==> src/rtl/pwr_ctl_pkg.sv <==
package pwr_ctl_pkg;

    localparam int NDOM = 8;

    localparam int B_FM   = 0;
    localparam int B_PROC = 1;
    localparam int B_DAC  = 2;
    localparam int B_ADC  = 3;
    localparam int B_MIX  = 4;
    localparam int B_VREF = 5;
    localparam int B_SRC  = 6;
    localparam int B_GLB  = 7;

    typedef struct packed {
        logic glb;
        logic src;
        logic vref;
        logic mix;
        logic adc;
        logic dac;
        logic prc;
        logic fm;
    } pd_reg_t;

    // Events decoded from one host write, consumed by the sequencer
    typedef struct packed {
        logic hit;        // write to the power-down register
        logic glb_fall;   // global bit 1 -> 0
        logic glb_again;  // global written 0 while already 0
        logic idle_bit;   // written processor-idle bit
    } wr_evt_t;

    // Register bits that switch a domain off (own, parent, global)
    function automatic logic [NDOM-1:0] dom_mask(input int idx);
        logic [NDOM-1:0] m;
        m = '0;
        m[B_GLB] = 1'b1;
        m[idx]   = 1'b1;
        if (idx == B_FM)  m[B_DAC]  = 1'b1;
        if (idx == B_MIX) m[B_VREF] = 1'b1;
        return m;
    endfunction

endpackage

==> src/rtl/pwr_ctl_regs.sv <==
module pwr_ctl_regs
    import pwr_ctl_pkg::*;
#(
    parameter int ADDR_W = 8,
    parameter logic [ADDR_W-1:0] PD_ADDR = 'h02
) (
    input  logic              clk,
    input  logic              rst,
    input  logic              wr,
    input  logic              rd,
    input  logic [ADDR_W-1:0] addr,
    input  logic [NDOM-1:0]   wdata,
    output pd_reg_t           reg_q,
    output pd_reg_t           reg_d,
    output wr_evt_t           evt,
    output logic [NDOM-1:0]   rdata
);

    logic    sel;
    pd_reg_t wpd;

    assign sel = (addr == PD_ADDR);
    assign wpd = pd_reg_t'(wdata);

    always_comb begin
        reg_d = reg_q;
        if (wr && sel) reg_d = wpd;
    end

    always_comb begin
        evt.hit       = wr && sel;
        evt.glb_fall  = wr && sel && reg_q.glb && !wpd.glb;
        evt.glb_again = wr && sel && !reg_q.glb && !wpd.glb;
        evt.idle_bit  = wpd.prc;
    end

    always_ff @(posedge clk) begin
        if (rst) begin
            reg_q <= '0;
            rdata <= '0;
        end else begin
            reg_q <= reg_d;
            rdata <= (rd && sel) ? NDOM'(reg_q) : '0;
        end
    end

endmodule

==> src/rtl/pwr_ctl_seq.sv <==
module pwr_ctl_seq
    import pwr_ctl_pkg::*;
(
    input  logic    clk,
    input  logic    rst,
    input  wr_evt_t evt,
    input  logic    legacy_access,
    input  logic    cal_done,
    output logic    idle_d,
    output logic    cal_req,
    output logic    cal_busy
);

    logic idle_q;

    always_comb begin
        idle_d = idle_q;
        if (evt.hit) begin
            if (evt.idle_bit)       idle_d = 1'b1;
            else if (evt.glb_fall)  idle_d = 1'b1;
            else if (evt.glb_again) idle_d = 1'b0;
        end
        if (legacy_access) idle_d = 1'b0;
    end

    always_ff @(posedge clk) begin
        if (rst) begin
            idle_q   <= 1'b0;
            cal_req  <= 1'b0;
            cal_busy <= 1'b0;
        end else begin
            idle_q   <= idle_d;
            cal_req  <= evt.glb_fall;
            cal_busy <= evt.glb_fall || (cal_busy && !cal_done);
        end
    end

endmodule

==> src/rtl/pwr_ctl_domains.sv <==
module pwr_ctl_domains
    import pwr_ctl_pkg::*;
(
    input  logic            clk,
    input  logic            rst,
    input  pd_reg_t         reg_d,
    input  pd_reg_t         reg_q,
    input  logic            idle_d,
    input  logic            mix_bypass_req,
    input  logic            rate_req,
    input  logic            rate_is_44k1,
    output logic [NDOM-1:0] dom_en,
    output logic            mono_en,
    output logic            mix_bypass,
    output logic            rate_locked,
    output logic            rate_invalid
);

    logic [NDOM-1:0] rbits;
    logic [NDOM-1:0] en_d;

    assign rbits = NDOM'(reg_d);

    for (genvar i = 0; i < NDOM; i++) begin : g_dom
        if (i == B_PROC) begin : g_proc
            assign en_d[i] = !rbits[B_GLB] && !idle_d;
        end else begin : g_plain
            assign en_d[i] = ~|(rbits & dom_mask(i));
        end
    end

    always_ff @(posedge clk) begin
        if (rst) begin
            dom_en       <= '1;
            mono_en      <= 1'b1;
            mix_bypass   <= 1'b0;
            rate_locked  <= 1'b0;
            rate_invalid <= 1'b0;
        end else begin
            dom_en       <= en_d;
            mono_en      <= !reg_d.glb && !reg_d.vref;
            mix_bypass   <= mix_bypass_req || (reg_d.mix && !reg_d.vref);
            rate_locked  <= reg_d.src;
            rate_invalid <= rate_req && !rate_is_44k1 && reg_q.src;
        end
    end

endmodule

==> src/rtl/pwr_ctl_top.sv <==
module pwr_ctl_top
    import pwr_ctl_pkg::*;
#(
    parameter int ADDR_W = 8,
    parameter logic [ADDR_W-1:0] PD_ADDR = 'h02
) (
    input  logic              clk,
    input  logic              rst,
    input  logic              host_wr,
    input  logic              host_rd,
    input  logic [ADDR_W-1:0] host_addr,
    input  logic [7:0]        host_wdata,
    output logic [7:0]        host_rdata,
    input  logic              legacy_access,
    input  logic              mix_bypass_req,
    input  logic              rate_req,
    input  logic              rate_is_44k1,
    input  logic              cal_done,
    output logic [7:0]        dom_en,
    output logic              mono_en,
    output logic              mix_bypass,
    output logic              rate_locked,
    output logic              rate_invalid,
    output logic              cal_req,
    output logic              cal_busy
);

    pd_reg_t reg_q;
    pd_reg_t reg_d;
    wr_evt_t evt;
    logic    idle_d;

    pwr_ctl_regs #(.ADDR_W(ADDR_W), .PD_ADDR(PD_ADDR)) u_regs (
        .clk   (clk),
        .rst   (rst),
        .wr    (host_wr),
        .rd    (host_rd),
        .addr  (host_addr),
        .wdata (host_wdata),
        .reg_q (reg_q),
        .reg_d (reg_d),
        .evt   (evt),
        .rdata (host_rdata)
    );

    pwr_ctl_seq u_seq (
        .clk           (clk),
        .rst           (rst),
        .evt           (evt),
        .legacy_access (legacy_access),
        .cal_done      (cal_done),
        .idle_d        (idle_d),
        .cal_req       (cal_req),
        .cal_busy      (cal_busy)
    );

    pwr_ctl_domains u_dom (
        .clk            (clk),
        .rst            (rst),
        .reg_d          (reg_d),
        .reg_q          (reg_q),
        .idle_d         (idle_d),
        .mix_bypass_req (mix_bypass_req),
        .rate_req       (rate_req),
        .rate_is_44k1   (rate_is_44k1),
        .dom_en         (dom_en),
        .mono_en        (mono_en),
        .mix_bypass     (mix_bypass),
        .rate_locked    (rate_locked),
        .rate_invalid   (rate_invalid)
    );

endmodule

==> config.mk <==
export PLATFORM = sky130hd
export DESIGN_NAME = pwr_ctl_top
export DESIGN_NICKNAME = d
export VERILOG_FILES = /design/src/rtl/pwr_ctl_pkg.sv /design/src/rtl/pwr_ctl_regs.sv /design/src/rtl/pwr_ctl_seq.sv /design/src/rtl/pwr_ctl_domains.sv /design/src/rtl/pwr_ctl_top.sv
export SDC_FILE = /design/constraint.sdc
export NUM_CORES = 1
export LEC_CHECK = 0
export ABC_AREA = 1
export BUFFER_PORTS_ARGS = -buffer_cell sky130_fd_sc_hd__buf_2
export CAP_MARGIN = 40
export CELL_PAD_IN_SITES_DETAIL_PLACEMENT = 0
export CELL_PAD_IN_SITES_GLOBAL_PLACEMENT = 1
export CORE_ASPECT_RATIO = 1.2
export CORE_MARGIN = 2
export CORE_UTILIZATION = 31
export DETAILED_ROUTE_END_ITERATION = 12
export PLACE_DENSITY_LB_ADDON = 0.1
export SLEW_MARGIN = 0
export SYNTH_ARGS = -nofsm -noshare
export SYNTH_HDL_FRONTEND = slang
export SYNTH_SLANG_ARGS = --single-unit
==> constraint.sdc <==
create_clock -name clk -period 1.4 [get_ports clk]
set_input_delay 0.14 -clock clk [delete_from_list [all_inputs] [get_ports clk]]
set_output_delay 0.14 -clock clk [all_outputs]
set_load 0.02 [all_outputs]
==> results of run 1 <==
[timing repair]
action | 4_1_cts | 5_1_grt
hold buffers | 3 | 1
resized for setup | 0 | 0
endpoints found under the hold margin | 3 | 1
endpoints found under the setup margin | 0 | 0
[layer usage]
metal	share of wire [%]	vias to the layer above	wire length, um	track usage (%)
met1	40	384	861	14.1
met3	6.6	5	144	5.71
li1	-	461	-	-
met2	51	24	1110	22.8
met4	2.8	0	60	9.15
met5	0	-	0	0
[tightest hold or removal path: stages]
cell     delay, ns
buf_2         0.07
nor2_1        0.04
nand2_1       0.05
inv_1         0.03
[registers in the layout, summed over array words and instances, names as in the netlist]
signal,flops
u_regs.rdata,8
u_dom.mix_bypass,1
u_dom.mono_en,1
u_seq.cal_busy,1
u_seq.idle_q,1
u_regs.reg_q,8
u_dom.dom_en,7
u_dom.rate_invalid,1
u_seq.cal_req,1
[kinds of logic after synthesis]
group	Yosys count	synth area share, %
AO/OA/AOI/OAI	11	6.53
buffers and inverters	21	9.47
flip-flops	29	59.4
AND/OR/NAND/NOR	54	24.6
[cell type report]
| class | count | area [um2] |
|---|---|---|
| well taps | 36 | 45.0 |
| multi-input cells | 65 | 304 |
| flip-flops and latches | 29 | 581 |
| repair buffers | 52 | 285 |
| clock inverters | 1 | 5.00 |
| fillers | 335 | 1670 |
| clock buffers | 7 | 65.1 |
| inverters | 18 | 68.8 |
[how the worst max path moves through the flow]
| stage | cells past startpoint | slack (ns) | startpoint | to |
|---|---|---|---|---|
| floorplan | 9 | 0.35 | host_addr[5] | u_dom.dom_en[6] |
| global route | 1 | 0.29 | u_regs.reg_q[6] | rate_locked |
| global placement | 9 | 0.17 | host_addr[5] | u_dom.dom_en[0] |
| detailed placement | 9 | 0.13 | host_addr[5] | u_dom.dom_en[0] |
| CTS | 1 | 0.35 | u_regs.reg_q[6] | rate_locked |
| finish | 1 | 0.36 | u_regs.reg_q[6] | rate_locked |
[power by group through the flow]
| stage | Clock, W | Combinational [W] | Sequential [W] |
|---|---|---|---|
| 2_1_floorplan | 0 | 0.0000209 | 0.000851 |
| 3_3_place_gp | 0 | 0.0000713 | 0.000847 |
| 6_report | 0.000579 | 0.0000791 | 0.000828 |
| 4_1_cts | 0.000609 | 0.0000782 | 0.000828 |
| 5_1_grt | 0.000654 | 0.0000885 | 0.000829 |
| 3_5_place_dp | 0 | 0.0000717 | 0.000847 |
[through the flow]
step,setup WS [ns],power (W),hold slack (ns),area (um2),utilization (%)
2_1_floorplan,0.354,0.000872,0.216,977,-
4_1_cts,0.347,0.00152,0.0132,1340,44.4
6_report,0.362,0.00149,0.0449,1350,44.7
3_3_place_gp,0.165,0.000919,0.302,1240,41.1
3_5_place_dp,0.134,0.000919,0.305,1240,41.1
5_1_grt,0.286,0.00157,0.0652,1350,44.7
[cell usage in the layout (no fill, tap or decap), types with 2 or more instances in the layout]
cell	n
clkbuf_8	2
o21ai_1	5
nand2_1	19
buf_2	46
nor2_1	22
clkinv_2	2
a21oi_1	3
inv_1	15
dlygate4sd3_1	4
clkbuf_4	5
nand3_1	7
o21ai_2	2
dfxtp_1	29
buf_4	2
[cells in the mapped netlist]
| master | instances | area share, % |
|---|---|---|
| inv_1 | 15 | 5.8 |
| buf_6 | 1 | 1.2 |
| a21oi_1 | 3 | 1.5 |
| buf_4 | 1 | 0.77 |
| buf_2 | 1 | 0.51 |
| o21ai_1 | 5 | 2.6 |
| nand4_1 | 1 | 0.64 |
| nor3_1 | 1 | 0.51 |
| dfxtp_1 | 29 | 59 |
| clkinv_2 | 1 | 0.51 |
| inv_2 | 1 | 0.38 |
| clkinv_1 | 1 | 0.38 |
| nand3_2 | 1 | 1.0 |
| o22ai_1 | 1 | 0.64 |
| nand2_1 | 19 | 7.3 |
| o21ai_2 | 2 | 1.8 |
| nand3b_1 | 1 | 0.77 |
| nand2_4 | 1 | 1.2 |
| nor2_4 | 1 | 1.2 |
| nor2_1 | 22 | 8.5 |
| nand3_1 | 7 | 3.6 |
==> metrics.cfg, run 1 <==
[floorplan]
core.rowCount = 22
die_x_um = 55.3
initial_core_util_pct = 32.3
io_pins = 47
dieArea_mm2 = 0.00362
core_region_area_mm2 = 0.00303
fp.dieH_um = 65.5

[power]
clockPowerShare_pct = 38.9
sequentialPowerShare_pct = 55.7
p_int_w = 0.00116
cellLeakagePower_nw = 0.664
p_sw_w = 0.000325
vdd_drop_max_uv = 647
powerDensity_mw_per_mm2 = 1100
combPwrFrac_pct = 5.3
swShare_pct = 21.9

[worst_setup_path]
rrSetupSlack_ns = 0.52
critPathMaxFanout = 4
reg2reg_depth = 5
crit_chain = buf_2
critPathMaxStageDelay_ns = 0.39
worstSetupStartpointType = flip-flop
cp.required_ns = 1.26
cp_slowest_cell = dfxtp_1
cp.arrival_ns = 0.90
cp_top_family = flip-flops
worstSetupPathType = flip-flop to primary output
worst-path-buf-inv = 1
reg2reg_from = u_regs.reg_q[7]
end_kind = primary output
r2r-end = u_dom.dom_en[0]

[timing]
slew_headroom_pct = 75.6
finalSetupTns_ns = 0
clock.fmax_mhz = 964
skew_ns = 0.00408
worst_pin_slew_ns = 0.366
hold_viol = 0
period_share_pct = 74.1
rsz0062_at_grt = false
drv_slew = 0
setup_viol = 0
period_needed_ns = 1.04

[drt]
ant_nets = 0
via_per_inst = 4.20
drtIter0Drc = 3
vias = 874
wl_per_cell_um = 10.4
drt_pre_antenna_iters = 2
drt-total-wl_um = 2170
drc = 0

[place]
dp.cells = 196
gp_congestion = 0.730
port_buffers = 46
dp_hpwl_um = 1640

[layout]
n_antenna_cell = 0
final_cells = 208
synthToLayoutAreaGrowth_pct = 38.5
layout-drive-gt1-share_pct = 36.6
fin_nets = 196

[clocking]
post_cts_buffers = 0
cts_buffer_depth = 2
cts.sinks = 29
cts_buffers = 5
cts-root-buf = clkbuf_4
cts_tree = yes
clk_pin_slew_ns = 0.09
h-tree-depth = 2
clock_latency_ns = 0.33

[logic_synthesis]
yosysWarnings = 0
yosysSeqAreaShare_pct = 59.4
synth_fp_nets = 140
syn_area_per_cell_um2 = 8.50
synth_cell_types = 21
synth_seq_cells = 29
syn_area_um2 = 977
synthCells = 115

[hold_path]
hp-class = input pin to flip-flop
min_path_cells = 4
whs_endpoint = u_seq.idle_q
min_from = legacy_access

[global_route]
grt_pass1_wl_um = 3680
first_global_vias = 858
antenna_found_initial = 0
grt_max_degree = 14
grt_remaining_overflow = 0
grt_util_all_layers_pct = 13.7

[job]
cap_violations = 0

[run_status]
status = finished clean

(Power assumes the default switching activity.)
==> inputs of run 2 (changes only) <==
CORE_UTILIZATION = 28   (was 31)
clock period = 0.9 ns   (was 1.4 ns; I/O delays follow)
==> run 2 against run 1 <==
  * Clock power increased by 74%
  * Critical path depth unchanged
  * Die area grew 10%
  * Setup slack got worse by 0.32 ns
  * Register-to-register slack worse by 0.46 ns
  * Sequential share of layout area down 5.0 points
  * Worst hold slack lost 0.032 ns
  * Flip-flop and latch count stayed put
  * Critical endpoint unchanged
  * Largest power group unchanged
==> metrics.cfg, run 2 (synthesized netlist as in run 1, its figures left out) <==
[run_status]
status = finished clean  ; unchanged

[layout]
layout-drive-gt1-share_pct = 48.6  ; was 36.6%
final.fill_count = 340  ; was 335
final_cell_mix = 38 x buf_2, 27 x dfxtp_1, 17 x nor2_1  ; was 46 x buf_2, 29 x dfxtp_1, 22 x nor2_1
n_antenna_cell = 0  ; unchanged
final_common_cell = buf_2  ; unchanged
final_cells = 214  ; was 208
top_regs = u_regs.rdata (8), u_regs.reg_q (8), u_dom.dom_en (7)  ; unchanged
synthToLayoutAreaGrowth_pct = 57.4  ; was 38.5%
fin_nets = 201  ; was 196
finalInstanceArea_mm2 = 0.00154  ; was 0.00135 mm2

[drt]
vias = 889  ; was 874
drt-total-wl_um = 2310  ; was 2170 um
ant_nets = 0  ; unchanged
drc = 0  ; unchanged
via_per_inst = 4.15  ; was 4.20
drt_pre_antenna_iters = 4  ; was 2
drtIter0Drc = 18  ; was 3
wl_per_cell_um = 10.8  ; was 10.4 um

[worst_setup_path]
critPathMaxFanout = 4  ; unchanged
crit_chain = buf_4  ; was buf_2
end_kind = primary output  ; unchanged
critPathMaxStageDelay_ns = 0.35  ; was 0.39 ns
cp_slowest_cell = dfxtp_2  ; was dfxtp_1
rrSetupSlack_ns = 0.06  ; was 0.52 ns
worst-path-buf-inv = 1  ; unchanged
cp.required_ns = 0.81  ; was 1.26 ns
cp.arrival_ns = 0.76  ; was 0.90 ns
worstSetupPathType = flip-flop to primary output  ; unchanged
cp_top_family = flip-flops  ; unchanged
worstSetupStartpointType = flip-flop  ; unchanged

[power]
cellLeakagePower_nw = 0.724  ; was 0.664 nW
powerDensity_mw_per_mm2 = 1590  ; was 1100 mW/mm2
vdd_drop_max_uv = 1180  ; was 647 uV

[place]
dp.cells = 204  ; was 196
dp_hpwl_um = 1770  ; was 1640 um
port_buffers = 46  ; unchanged
placed_cell_area_mm2 = 0.00132  ; was 0.00124 mm2
gp_congestion = 0.779  ; was 0.730

[floorplan]
fp.dieH_um = 68.7  ; was 65.5 um
initial_core_util_pct = 29.3  ; was 32.3%
io_pins = 47  ; unchanged
die_x_um = 57.9  ; was 55.3 um
core_region_area_mm2 = 0.00334  ; was 0.00303 mm2
core.rowCount = 23  ; was 22
dieArea_mm2 = 0.00398  ; was 0.00362 mm2

[clocking]
cts_tree = yes  ; unchanged
cts_buffer_depth = 2  ; unchanged
post_cts_buffers = 0  ; unchanged
h-tree-depth = 2  ; unchanged
cts.sinks = 29  ; unchanged
clk_pin_slew_ns = 0.06  ; was 0.09 ns
cts_buffers = 5  ; unchanged
cts-root-buf = clkbuf_8  ; was clkbuf_4
clock_latency_ns = 0.28  ; was 0.33 ns

[global_route]
antenna_found_initial = 0  ; unchanged
grt_util_all_layers_pct = 12.5  ; was 13.7%
grt_remaining_overflow = 0  ; unchanged
grt_max_degree = 10  ; was 14
first_global_vias = 812  ; was 858
grt_pass1_wl_um = 3490  ; was 3680 um

[timing]
period_needed_ns = 0.853
rsz0062_at_grt = true  ; was false
hold_viol = 0  ; unchanged
period_share_pct = 94.8
clock.fmax_mhz = 1170
skew_ns = 0.00546  ; was 0.00408 ns
drv_slew = 0  ; unchanged
slew_headroom_pct = 88.7  ; was 75.6%
setup_viol = 0  ; unchanged
worst_pin_slew_ns = 0.168  ; was 0.366 ns

[hold_path]
hp-class = input pin to flip-flop  ; unchanged

[job]
cap_violations = 0  ; unchanged

## run 2: through the flow
stage	util [%]	power, W	hold slack [ns]	TNS, ns	setup WS (ns)
2_1_floorplan	-	0.00136	0.166	-0.445	-0.0820
3_3_place_gp	39.5	0.00144	0.250	-6.40	-0.333
3_5_place_dp	39.5	0.00144	0.264	-6.61	-0.321
4_1_cts	43.0	0.00246	0.0159	0	0.000156
5_1_grt	46.1	0.00257	0.0384	-0.0668	-0.0166
6_report	46.1	0.00245	0.0129	0	0.0470
## run 2: worst paths after layout
kind	startpoint	endpoint	cells past startpoint
max	u_regs.reg_q[6]	rate_locked	1
min	mix_bypass_req	u_dom.mix_bypass	3
max reg2reg	u_regs.reg_q[7]	u_dom.dom_en[0]	5
min reg2reg	u_regs.reg_q[1]	u_regs.rdata[1]	2
## run 2: cell type report
type,instances,area [um2],share of cell area [%]
repair buffers,57,362,23.5
inverters,18,90.1,5.86
clock inverters,2,10.0,0.651
well taps,37,46.3,3.01
clock buffers,6,72.6,4.72
multi-input cells,65,374,24.3
flip-flops and latches,29,583,37.9
## run 2: power breakdown
group	switching [W]	internal, W	total [W]
logic	0.0000752	0.0000798	0.000155
registers	0.00000139	0.00129	0.00129
clock network	0.000473	0.000534	0.00101
total	0.000550	0.00190	0.00245
## run 2: routing by layer
metal  up-vias  track usage (%)  share of wire, %  wire [um]
met5         -                0                 0          0
met2        26             20.0                51       1180
li1        472                -                 -          -
met1       385             13.0                39        897
met3         6             6.16               7.5        173
met4         0             7.85               2.4         55
## run 2: repair_timing
item	4_1_cts	5_1_grt
hold endpoints to repair	2	0
endpoints found under the setup margin	7	21
hold buffers	2	0
pin swaps	0	10
resized for setup	3	30
